## src/rtl/tlbsw_pkg.sv

```systemverilog
package tlbsw_pkg;

    // Entry word field positions decoded by the matcher.
    localparam int ENT_VALID_BIT  = 3;
    localparam int ENT_GLOBAL_BIT = 4;

    typedef enum logic [1:0] {
        SW_IDLE = 2'd0,
        SW_SCAN = 2'd1,
        SW_HOLD = 2'd2,
        SW_DONE = 2'd3
    } sw_state_e;

endpackage

```

## src/rtl/tlbsw_walker.sv

```systemverilog
module tlbsw_walker #(
    parameter int SIDES = 2,
    parameter int WAYS  = 4,
    parameter int SETS  = 16,
    localparam int ENTRIES = SIDES * WAYS * SETS,
    localparam int SIDE_W  = (SIDES > 1) ? $clog2(SIDES) : 1,
    localparam int WAY_W   = (WAYS > 1) ? $clog2(WAYS) : 1,
    localparam int IDX_W   = (SETS > 1) ? $clog2(SETS) : 1
) (
    input  logic              clk,
    input  logic              rst_n,
    input  logic              clear_i,
    input  logic              step_i,
    output logic              all_issued_o,
    output logic              last_o,
    output logic [SIDE_W-1:0] side_o,
    output logic [WAY_W-1:0]  way_o,
    output logic [IDX_W-1:0]  idx_o
);
    localparam int PTR_W = $clog2(ENTRIES + 1);
    localparam logic [PTR_W-1:0] PTR_END  = PTR_W'(ENTRIES);
    localparam logic [PTR_W-1:0] PTR_LAST = PTR_W'(ENTRIES - 1);

    logic [PTR_W-1:0] ptr_q;

    // Set index is the fastest-moving field, side the slowest.
    always_ff @(posedge clk or negedge rst_n) begin
        if (!rst_n) begin
            ptr_q <= '0;
        end else if (clear_i) begin
            ptr_q <= '0;
        end else if (step_i && (ptr_q != PTR_END)) begin
            ptr_q <= ptr_q + 1'b1;
        end
    end

    always_comb begin
        all_issued_o = (ptr_q == PTR_END);
        last_o       = (ptr_q == PTR_LAST);
        idx_o        = IDX_W'(ptr_q % PTR_W'(SETS));
        way_o        = WAY_W'((ptr_q / PTR_W'(SETS)) % PTR_W'(WAYS));
        side_o       = SIDE_W'(ptr_q / PTR_W'(SETS * WAYS));
    end

    AST_PTR_BOUND: assert property (@(posedge clk) disable iff (!rst_n)
        ptr_q <= PTR_END);

    AST_PTR_ADVANCE: assert property (@(posedge clk) disable iff (!rst_n)
        (step_i && !clear_i && !all_issued_o) |=> (ptr_q == $past(ptr_q) + 1'b1));

endmodule

```

## src/rtl/tlbsw_match.sv

```systemverilog
module tlbsw_match
    import tlbsw_pkg::*;
#(
    parameter int ADDR_W     = 32,
    parameter int PID_W      = 8,
    parameter int PAGE_SHIFT = 13
) (
    input  logic [ADDR_W-1:0] hi_i,
    input  logic [ADDR_W-1:0] lo_i,
    input  logic [PID_W-1:0]  pid_i,
    output logic              hit_o,
    output logic [ADDR_W-1:0] vaddr_o
);
    logic tag_eq;
    logic live;

    always_comb begin
        tag_eq  = (hi_i[PID_W-1:0] == pid_i);
        live    = lo_i[ENT_VALID_BIT] & ~lo_i[ENT_GLOBAL_BIT];
        hit_o   = live & tag_eq;
        vaddr_o = {hi_i[ADDR_W-1:PAGE_SHIFT], {PAGE_SHIFT{1'b0}}};
    end

endmodule

```

## src/rtl/tlb_pid_sweep.sv

```systemverilog
module tlb_pid_sweep
    import tlbsw_pkg::*;
#(
    parameter int SIDES      = 2,
    parameter int WAYS       = 4,
    parameter int SETS       = 16,
    parameter int ADDR_W     = 32,
    parameter int PID_W      = 8,
    parameter int REQ_W      = 16,
    parameter int PAGE_SHIFT = 13,
    localparam int SIDE_W    = (SIDES > 1) ? $clog2(SIDES) : 1,
    localparam int WAY_W     = (WAYS > 1) ? $clog2(WAYS) : 1,
    localparam int IDX_W     = (SETS > 1) ? $clog2(SETS) : 1
) (
    input  logic              clk,
    input  logic              rst_n,
    input  logic              start_i,
    input  logic [REQ_W-1:0]  pid_i,
    output logic              busy_o,
    output logic              done_o,
    output logic              rd_en_o,
    output logic [SIDE_W-1:0] rd_side_o,
    output logic [WAY_W-1:0]  rd_way_o,
    output logic [IDX_W-1:0]  rd_idx_o,
    input  logic [ADDR_W-1:0] rd_hi_i,
    input  logic [ADDR_W-1:0] rd_lo_i,
    output logic              flush_valid_o,
    input  logic              flush_ready_i,
    output logic [ADDR_W-1:0] flush_addr_o
);
    sw_state_e         state_q, state_d;
    logic [PID_W-1:0]  pid_q;
    logic              cmp_v_q, cmp_last_q;
    logic              hold_last_q;
    logic [ADDR_W-1:0] hold_addr_q;

    logic              launch;
    logic              all_issued, at_last;
    logic              hit;
    logic [ADDR_W-1:0] hit_addr;
    logic              catch_now;

    tlbsw_walker #(.SIDES(SIDES), .WAYS(WAYS), .SETS(SETS)) u_walker (
        .clk          (clk),
        .rst_n        (rst_n),
        .clear_i      (launch),
        .step_i       (rd_en_o),
        .all_issued_o (all_issued),
        .last_o       (at_last),
        .side_o       (rd_side_o),
        .way_o        (rd_way_o),
        .idx_o        (rd_idx_o)
    );

    tlbsw_match #(.ADDR_W(ADDR_W), .PID_W(PID_W), .PAGE_SHIFT(PAGE_SHIFT)) u_match (
        .hi_i    (rd_hi_i),
        .lo_i    (rd_lo_i),
        .pid_i   (pid_q),
        .hit_o   (hit),
        .vaddr_o (hit_addr)
    );

    always_comb begin
        launch    = (state_q == SW_IDLE) && start_i;
        catch_now = (state_q == SW_SCAN) && cmp_v_q && hit;
        // A match in the compare stage withholds the next read.
        rd_en_o   = (state_q == SW_SCAN) && !all_issued && !catch_now;
    end

    // Next-state logic
    always_comb begin
        state_d = state_q;
        unique case (state_q)
            SW_IDLE: if (start_i) state_d = SW_SCAN;
            SW_SCAN: begin
                if (catch_now)                  state_d = SW_HOLD;
                else if (cmp_v_q && cmp_last_q) state_d = SW_DONE;
            end
            SW_HOLD: if (flush_ready_i) state_d = hold_last_q ? SW_DONE : SW_SCAN;
            SW_DONE: state_d = SW_IDLE;
            default: state_d = SW_IDLE;
        endcase
    end

    // State register
    always_ff @(posedge clk or negedge rst_n) begin
        if (!rst_n) state_q <= SW_IDLE;
        else        state_q <= state_d;
    end

    // Datapath registers
    always_ff @(posedge clk or negedge rst_n) begin
        if (!rst_n) begin
            pid_q       <= '0;
            cmp_v_q     <= 1'b0;
            cmp_last_q  <= 1'b0;
            hold_last_q <= 1'b0;
            hold_addr_q <= '0;
        end else begin
            if (launch) pid_q <= pid_i[PID_W-1:0];
            cmp_v_q    <= rd_en_o;
            cmp_last_q <= rd_en_o && at_last;
            if (catch_now) begin
                hold_addr_q <= hit_addr;
                hold_last_q <= cmp_last_q;
            end
        end
    end

    // Output decode
    always_comb begin
        busy_o        = (state_q != SW_IDLE);
        done_o        = (state_q == SW_DONE);
        flush_valid_o = (state_q == SW_HOLD);
        flush_addr_o  = hold_addr_q;
    end

    AST_IDLE_QUIET: assert property (@(posedge clk) disable iff (!rst_n)
        !busy_o |-> (!rd_en_o && !flush_valid_o && !done_o));

    AST_HOLD_STABLE: assert property (@(posedge clk) disable iff (!rst_n)
        (flush_valid_o && !flush_ready_i) |=> (flush_valid_o && $stable(flush_addr_o)));

    AST_NO_READ_PENDING: assert property (@(posedge clk) disable iff (!rst_n)
        flush_valid_o |-> !rd_en_o);

    AST_TAG_FROZEN: assert property (@(posedge clk) disable iff (!rst_n)
        (busy_o && start_i) |=> $stable(pid_q));

    AST_DONE_SINGLE: assert property (@(posedge clk) disable iff (!rst_n)
        done_o |=> (!done_o && !busy_o));

    AST_ADDR_ALIGNED: assert property (@(posedge clk) disable iff (!rst_n)
        flush_valid_o |-> (flush_addr_o[PAGE_SHIFT-1:0] == '0));

endmodule

```

## config.mk

```make
export PLATFORM = sky130hd
export DESIGN_NAME = tlb_pid_sweep
export DESIGN_NICKNAME = d
export VERILOG_FILES = /design/src/rtl/tlbsw_pkg.sv /design/src/rtl/tlbsw_walker.sv /design/src/rtl/tlbsw_match.sv /design/src/rtl/tlb_pid_sweep.sv
export SDC_FILE = /design/constraint.sdc
export NUM_CORES = 1
export LEC_CHECK = 0
export BUFFER_PORTS_ARGS = -buffer_cell sky130_fd_sc_hd__buf_2
export CAP_MARGIN = 10
export CORE_ASPECT_RATIO = 1.2
export CORE_MARGIN = 1
export CORE_UTILIZATION = 43
export CTS_CLUSTER_DIAMETER = 30
export CTS_CLUSTER_SIZE = 25
export DETAILED_ROUTE_END_ITERATION = 16
export GPL_TIMING_DRIVEN = 0
export PLACE_DENSITY = 0.84
export SLEW_MARGIN = 20
export SYNTH_ARGS = -nofsm -noshare
export SYNTH_HDL_FRONTEND = slang
export SYNTH_HIERARCHICAL = 1
export SYNTH_SLANG_ARGS = --single-unit
```

## constraint.sdc

```tcl
create_clock -name clk -period 2.2 [get_ports clk]
set_input_delay 0.44 -clock clk [delete_from_list [all_inputs] [get_ports clk]]
set_output_delay 0.44 -clock clk [all_outputs]
set_load 0.05 [all_outputs]
```

Word-level counts from Yosys, hierarchy flattened
Index checks and enable logic that the tools add are counted.
{"block": "word_totals", "regBits": 40, "inputBits": 84, "out_inout_bits": 43, "wordCells": 43}
{"block": "classes", "n_addsub": 1, "eq_ne": 10, "mux": 8, "bitwise": 3, "n_reduce_logical": 14}
{"operator": "two-way mux 8 bit", "count": 2}
{"operator": "two-way mux 2 bit", "count": 5}
{"operator": "adder 8 x 1 -> 8 bit (second input constant)", "count": 1}
{"operator": "== test 8 x 7 -> 1 bit (second input constant)", "count": 1}
{"operator": "== test 8 bit", "count": 1}
{"operator": "== test 8 bit (second input constant)", "count": 1}
{"operator": "logical AND 1 bit", "count": 8}
{"operator": "!= test 8 bit (second input constant)", "count": 1}
{"operator": "case mux 2 bit (4 select lines)", "count": 1}
{"operator": "== test 2 bit (second input constant)", "count": 2}
{"operator": "nonzero test 2 bit", "count": 2}
{"operator": "!= test 3 x 2 -> 1 bit (second input constant)", "count": 1}
{"operator": "AND reduction 3 bit", "count": 1}
{"operator": "AND 1 bit", "count": 2}
{"operator": "== test 2 x 1 -> 1 bit (second input constant)", "count": 1}
{"operator": "logical NOT 1 bit", "count": 2}
{"operator": "logical NOT 2 bit", "count": 1}
{"operator": "!= test 2 x 1 -> 1 bit (second input constant)", "count": 1}
{"operator": "!= test 2 bit (second input constant)", "count": 1}
{"operator": "NOT 1 bit", "count": 1}

Longest topological paths before layout
{"block": "depth", "ltp_word": 9, "depth_mapped": 8, "depth_no_buf": 8}

Cells and area by module
The synthesis kept the hierarchy.
{"mod": "tlb_pid_sweep", "instances": 1, "cells_each": 104, "area_per_inst_um2": 1851.8}
{"mod": "tlbsw_walker", "instances": 1, "cells_each": 54, "area_per_inst_um2": 506.7}
{"mod": "tlbsw_match", "instances": 1, "cells_each": 45, "area_per_inst_um2": 342.8}

Least setup slack after synthesis
OpenSTA, ideal clock, no wires.
{"block": "synth_path", "path_type": "flip-flop to flip-flop", "start": "register u_walker.ptr_q[6]", "end": "register u_walker.ptr_q[5]", "arrival_time_ps": 3284, "slack_ps": -1162, "stages_incl_launch_ff": 7, "cell_sequence": "dfrtp_1 > and4bb_2 > and2_2 > nor3_1 > nand4_2 > or3_1 > a21oi_1"}
{"block": "synth_between", "elab_chain_cells": 6, "word_cells_on_any_way": 7}
{"item": "start, declared", "line": "tlbsw_walker.sv:24", "rtl": "logic [PTR_W-1:0] ptr_q;"}
{"item": "start signal, assigned", "line": "tlbsw_walker.sv:33", "rtl": "ptr_q <= ptr_q + 1'b1;"}
{"item": "== test 8 bit", "line": "tlbsw_walker.sv:38", "rtl": "all_issued_o = (ptr_q == PTR_END);"}
{"item": "via all_issued", "line": "tlb_pid_sweep.sv:38", "rtl": "logic all_issued, at_last;"}
{"item": "logical NOT 1 bit", "line": "tlb_pid_sweep.sv:67", "rtl": "rd_en_o = (state_q == SW_SCAN) && !all_issued && !catch_now;"}
{"item": "logical AND 1 bit (2 in series)", "line": "tlb_pid_sweep.sv:67"}
{"item": "via rd_en_o", "line": "tlb_pid_sweep.sv:21", "rtl": "output logic rd_en_o,"}
{"item": "logical AND 1 bit", "line": "tlbsw_walker.sv:32", "rtl": "end else if (step_i && (ptr_q != PTR_END)) begin"}
{"item": "nonzero test 2 bit (no line)"}
The timed path passes the listed nets, and every way through them passes these cells.
A chain may end at the register's enable or synchronous reset.

Final worst setup path
{"block": "layout_path", "start": "register u_walker.ptr_q[1]", "end": "output rd_en_o"}
{"block": "layout_between", "elab_chain_cells": 4}
{"item": "== test 8 bit", "line": "tlbsw_walker.sv:38"}
{"item": "via all_issued", "line": "tlb_pid_sweep.sv:38"}
{"item": "logical NOT 1 bit", "line": "tlb_pid_sweep.sv:67"}
{"item": "logical AND 1 bit (2 in series)", "line": "tlb_pid_sweep.sv:67"}
{"item": "end, declared", "line": "tlb_pid_sweep.sv:21"}
The timed path passes the listed nets, and every way through them passes these cells.

==> impl_metrics.toml <==
[final_layout]
finalInstanceArea_sq_um = 3340
ff_latch_area_sq_um = 1330
area_growth_pct = 23.8
diodes = 0
final_nets = 376
multi_input_area_sq_um = 1120
stdcell_count = 373
nFillCells = 544
drive_gt1_frac = 0.598

[setup_path]
path_buf_inv = 2
cp_slowest_cell = "dfrtp_2"
crit_required_ns = 1.76
crit_chain = "inv_1, ha_2, and4bb_2, and2_4, nor3_4, buf_6"
crit_fanout = 3
critPathArrivalTime_ns = 1.66
crit_cells = 6
ff2ff_path_depth = 9
crit_family = "simple AND/OR/NAND/NOR gates"
rrSetupSlack_ns = 0.15
start_kind = "flip-flop"
critPathMaxStageDelay_ns = 0.39
end_kind = "output pin"
timing.rr.start = "u_walker/ptr_q[1]"
crit_type = "reg2out"
timing.rr.end = "u_walker/ptr_q[5]"

[drt]
wl_per_cell_microns = 12.6
antenna_left = 0
dr.pass1.iters = 4
via_count = 1716
wl_microns = 4710
routed_via_density = 4.60
drc = 0
drtIter0Drc = 33

[power_and_ir_drop]
power_density_nw_per_um2 = 1010
ir_worst_vdd_mv = 0.666
p_leak_nw = 1.87

[synth]
syn_area_sq_um = 2700
async_reset_ff_frac = 1.00
ys_warn_count = 6
yosys.cell_types.count = 37
synth-edff-count = 0
syn_inst = 203
synth_seq_cells = 53
seq_area_frac_synth = 0.491
avgSynthCellArea_sq_um = 13.3
synth_top_flop_cell = "dfrtp_1"

[min_path]
hold_class = "in2async"

[placement]
dpl.hpwl_microns = 3330
dpl_cell_area_sq_um = 3190
pre_cts_ws_ns = 0.00916
gp_congestion = 0.805
placedCellCount = 361
port_buffers = 64

[global_routing]
grt_pass1_vias = 1691
grt_max_degree = 54
global_route.usage.met3 = 0.0376
overflow = 0
antenna_found_initial = 0
busiest_layer = "met2"
globalRouteTotalUtil = 0.149
grtUsageMet2 = 0.268
gr-usage-met1 = 0.167
grt_pass1_wl_microns = 7360

[floorplan]
initial_utilization = 0.446
die_y_microns = 88.8
io_pins = 127
core_sq_um = 6050
dieArea_sq_um = 6600
die_w_microns = 74.4
rows = 31

[timing]
period_minus_slack_ns = 2.10
rsz0062_at_grt = "no"
worstMarginPinSlew_ns = 0.653
finalHoldViolations = 0
clock.fmax_ghz = 0.477
fin_skew_ns = 0.00376
slew_headroom = 0.565
setup_viol = 0
setup_tns_ns = 0
setup_ws_ns = 0.103
post-route-period-util = 0.953
maxSlewViolCount = 0
hold_slack_ns = 0.170

[clock_network]
cts_inserted_buffers = 5
clk-insertion-delay-late_ns = 0.30
root_buffer = "clkbuf_8"
htreeDepth = 2
max-clock-path-buffers = 2
path_clk_slew_ns = 0.09
cts_sinks = 53
tritoncts = "built"
ctsHoldBuffers = 0

[flow_run]
cap_violations = 0

[run_status]
status = "finished, final reports clean"
## power by group
part	switching, mW	leakage [nW]	internal [mW]	total (mW)
logic	0.834	1.11	0.569	1.40
clock network	0.302	0.0542	0.285	0.587
registers	0.189	0.702	1.19	1.38
total	1.33	1.87	2.05	3.37
## stage by stage
stage / utilization / total power [mW]
CTS: 0.549 / 3.39
detailed placement: 0.527 / 2.75
finish: 0.553 / 3.37
global placement: 0.526 / 2.71
floorplan: - / 2.46
global route: 0.553 / 3.58
## synthesized netlist by cell type (4+ instances only)
library cell,instances,share of area
o21ai_0,4,0.0074
nand2_1,4,0.0056
dfrtp_1,53,0.49
a21oi_1,4,0.0074
mux2_4,31,0.17
nand2b_1,4,0.0093
buf_4,38,0.11
mux2_2,11,0.046
nor2_1,4,0.0056
xnor2_1,8,0.026
## metal layers
| metal | routed length (microns) | part of all wire |
|---|---|---|
| met5 | 0 | 0 |
| met4 | 68 | 0.014 |
| met3 | 187 | 0.040 |
| met2 | 2480 | 0.53 |
| met1 | 1970 | 0.42 |
## placed cells by master, fill, tap and decap left out, drive strengths merged, types with 3 or more instances in the layout
master,netlist,final
buf,43,111
dfrtp,53,53
mux2,42,42
conb,1,13
xnor2,8,8
clkbuf,0,7
nand2b,4,4
o21ai,4,4
nand2,4,4
nor2,4,4
a21oi,4,4
nand4,4,4
nor3,4,4
nand3,3,3
or3,3,3
and2,3,3
## worst reg2reg max path: cells and delay by family (launching register included)
| family | cells | cell delay, ns |
|---|---|---|
| simple gates | 5 | 1.08 |
| flops | 1 | 0.39 |
| buf+inv | 2 | 0.24 |
| fa+ha+maj | 1 | 0.17 |
| compound gates | 1 | 0.13 |
## worst max path at each step
stage / slack [ns] / from / to
2_1_floorplan: -0.14 / u_walker/ptr_q[0] / u_walker/ptr_q[5]
3_3_place_gp: 0.03 / rd_hi_i[3] / rd_en_o
3_5_place_dp: 0.009 / rd_hi_i[3] / rd_en_o
4_1_cts: 0.02 / u_walker/ptr_q[1] / rd_en_o
5_1_grt: 0.001 / pid_q[3] / rd_en_o
6_report: 0.10 / u_walker/ptr_q[1] / rd_en_o
## layout make-up
cell class	count	area share
Inverter	2	0.00225
Clock inverter	1	0.00150
Tap cell	82	0.0307
Timing Repair Buffer	68	0.107
Clock buffer	7	0.0288
Sequential cell	53	0.397
Buffer	43	0.0981
Multi-Input combinational cell	117	0.334
## cells by family after synthesis
family / share of synthesized area
compound gates: 0.0283
other cells: 0.00139
xor+xnor: 0.0324
simple gates: 0.0880
flops: 0.491
mux: 0.226
buf+inv: 0.124
fa+ha+maj: 0.00926
## registers in the layout, summed over array words and instances (netlist names)
name and flops:
cmp_last_q 1, cmp_v_q 1, flush_addr_o 32, hold_last_q 1, pid_q 8, state_q 2, u_walker/ptr_q 8
## repair_timing
action	in CTS	in global routing
resized for setup	4	2
pin swaps	2	4
setup endpoints to repair	1	3
gates cloned	0	0
buffers inserted	2	2
Note: power is estimated with default switching activity, not from simulation.
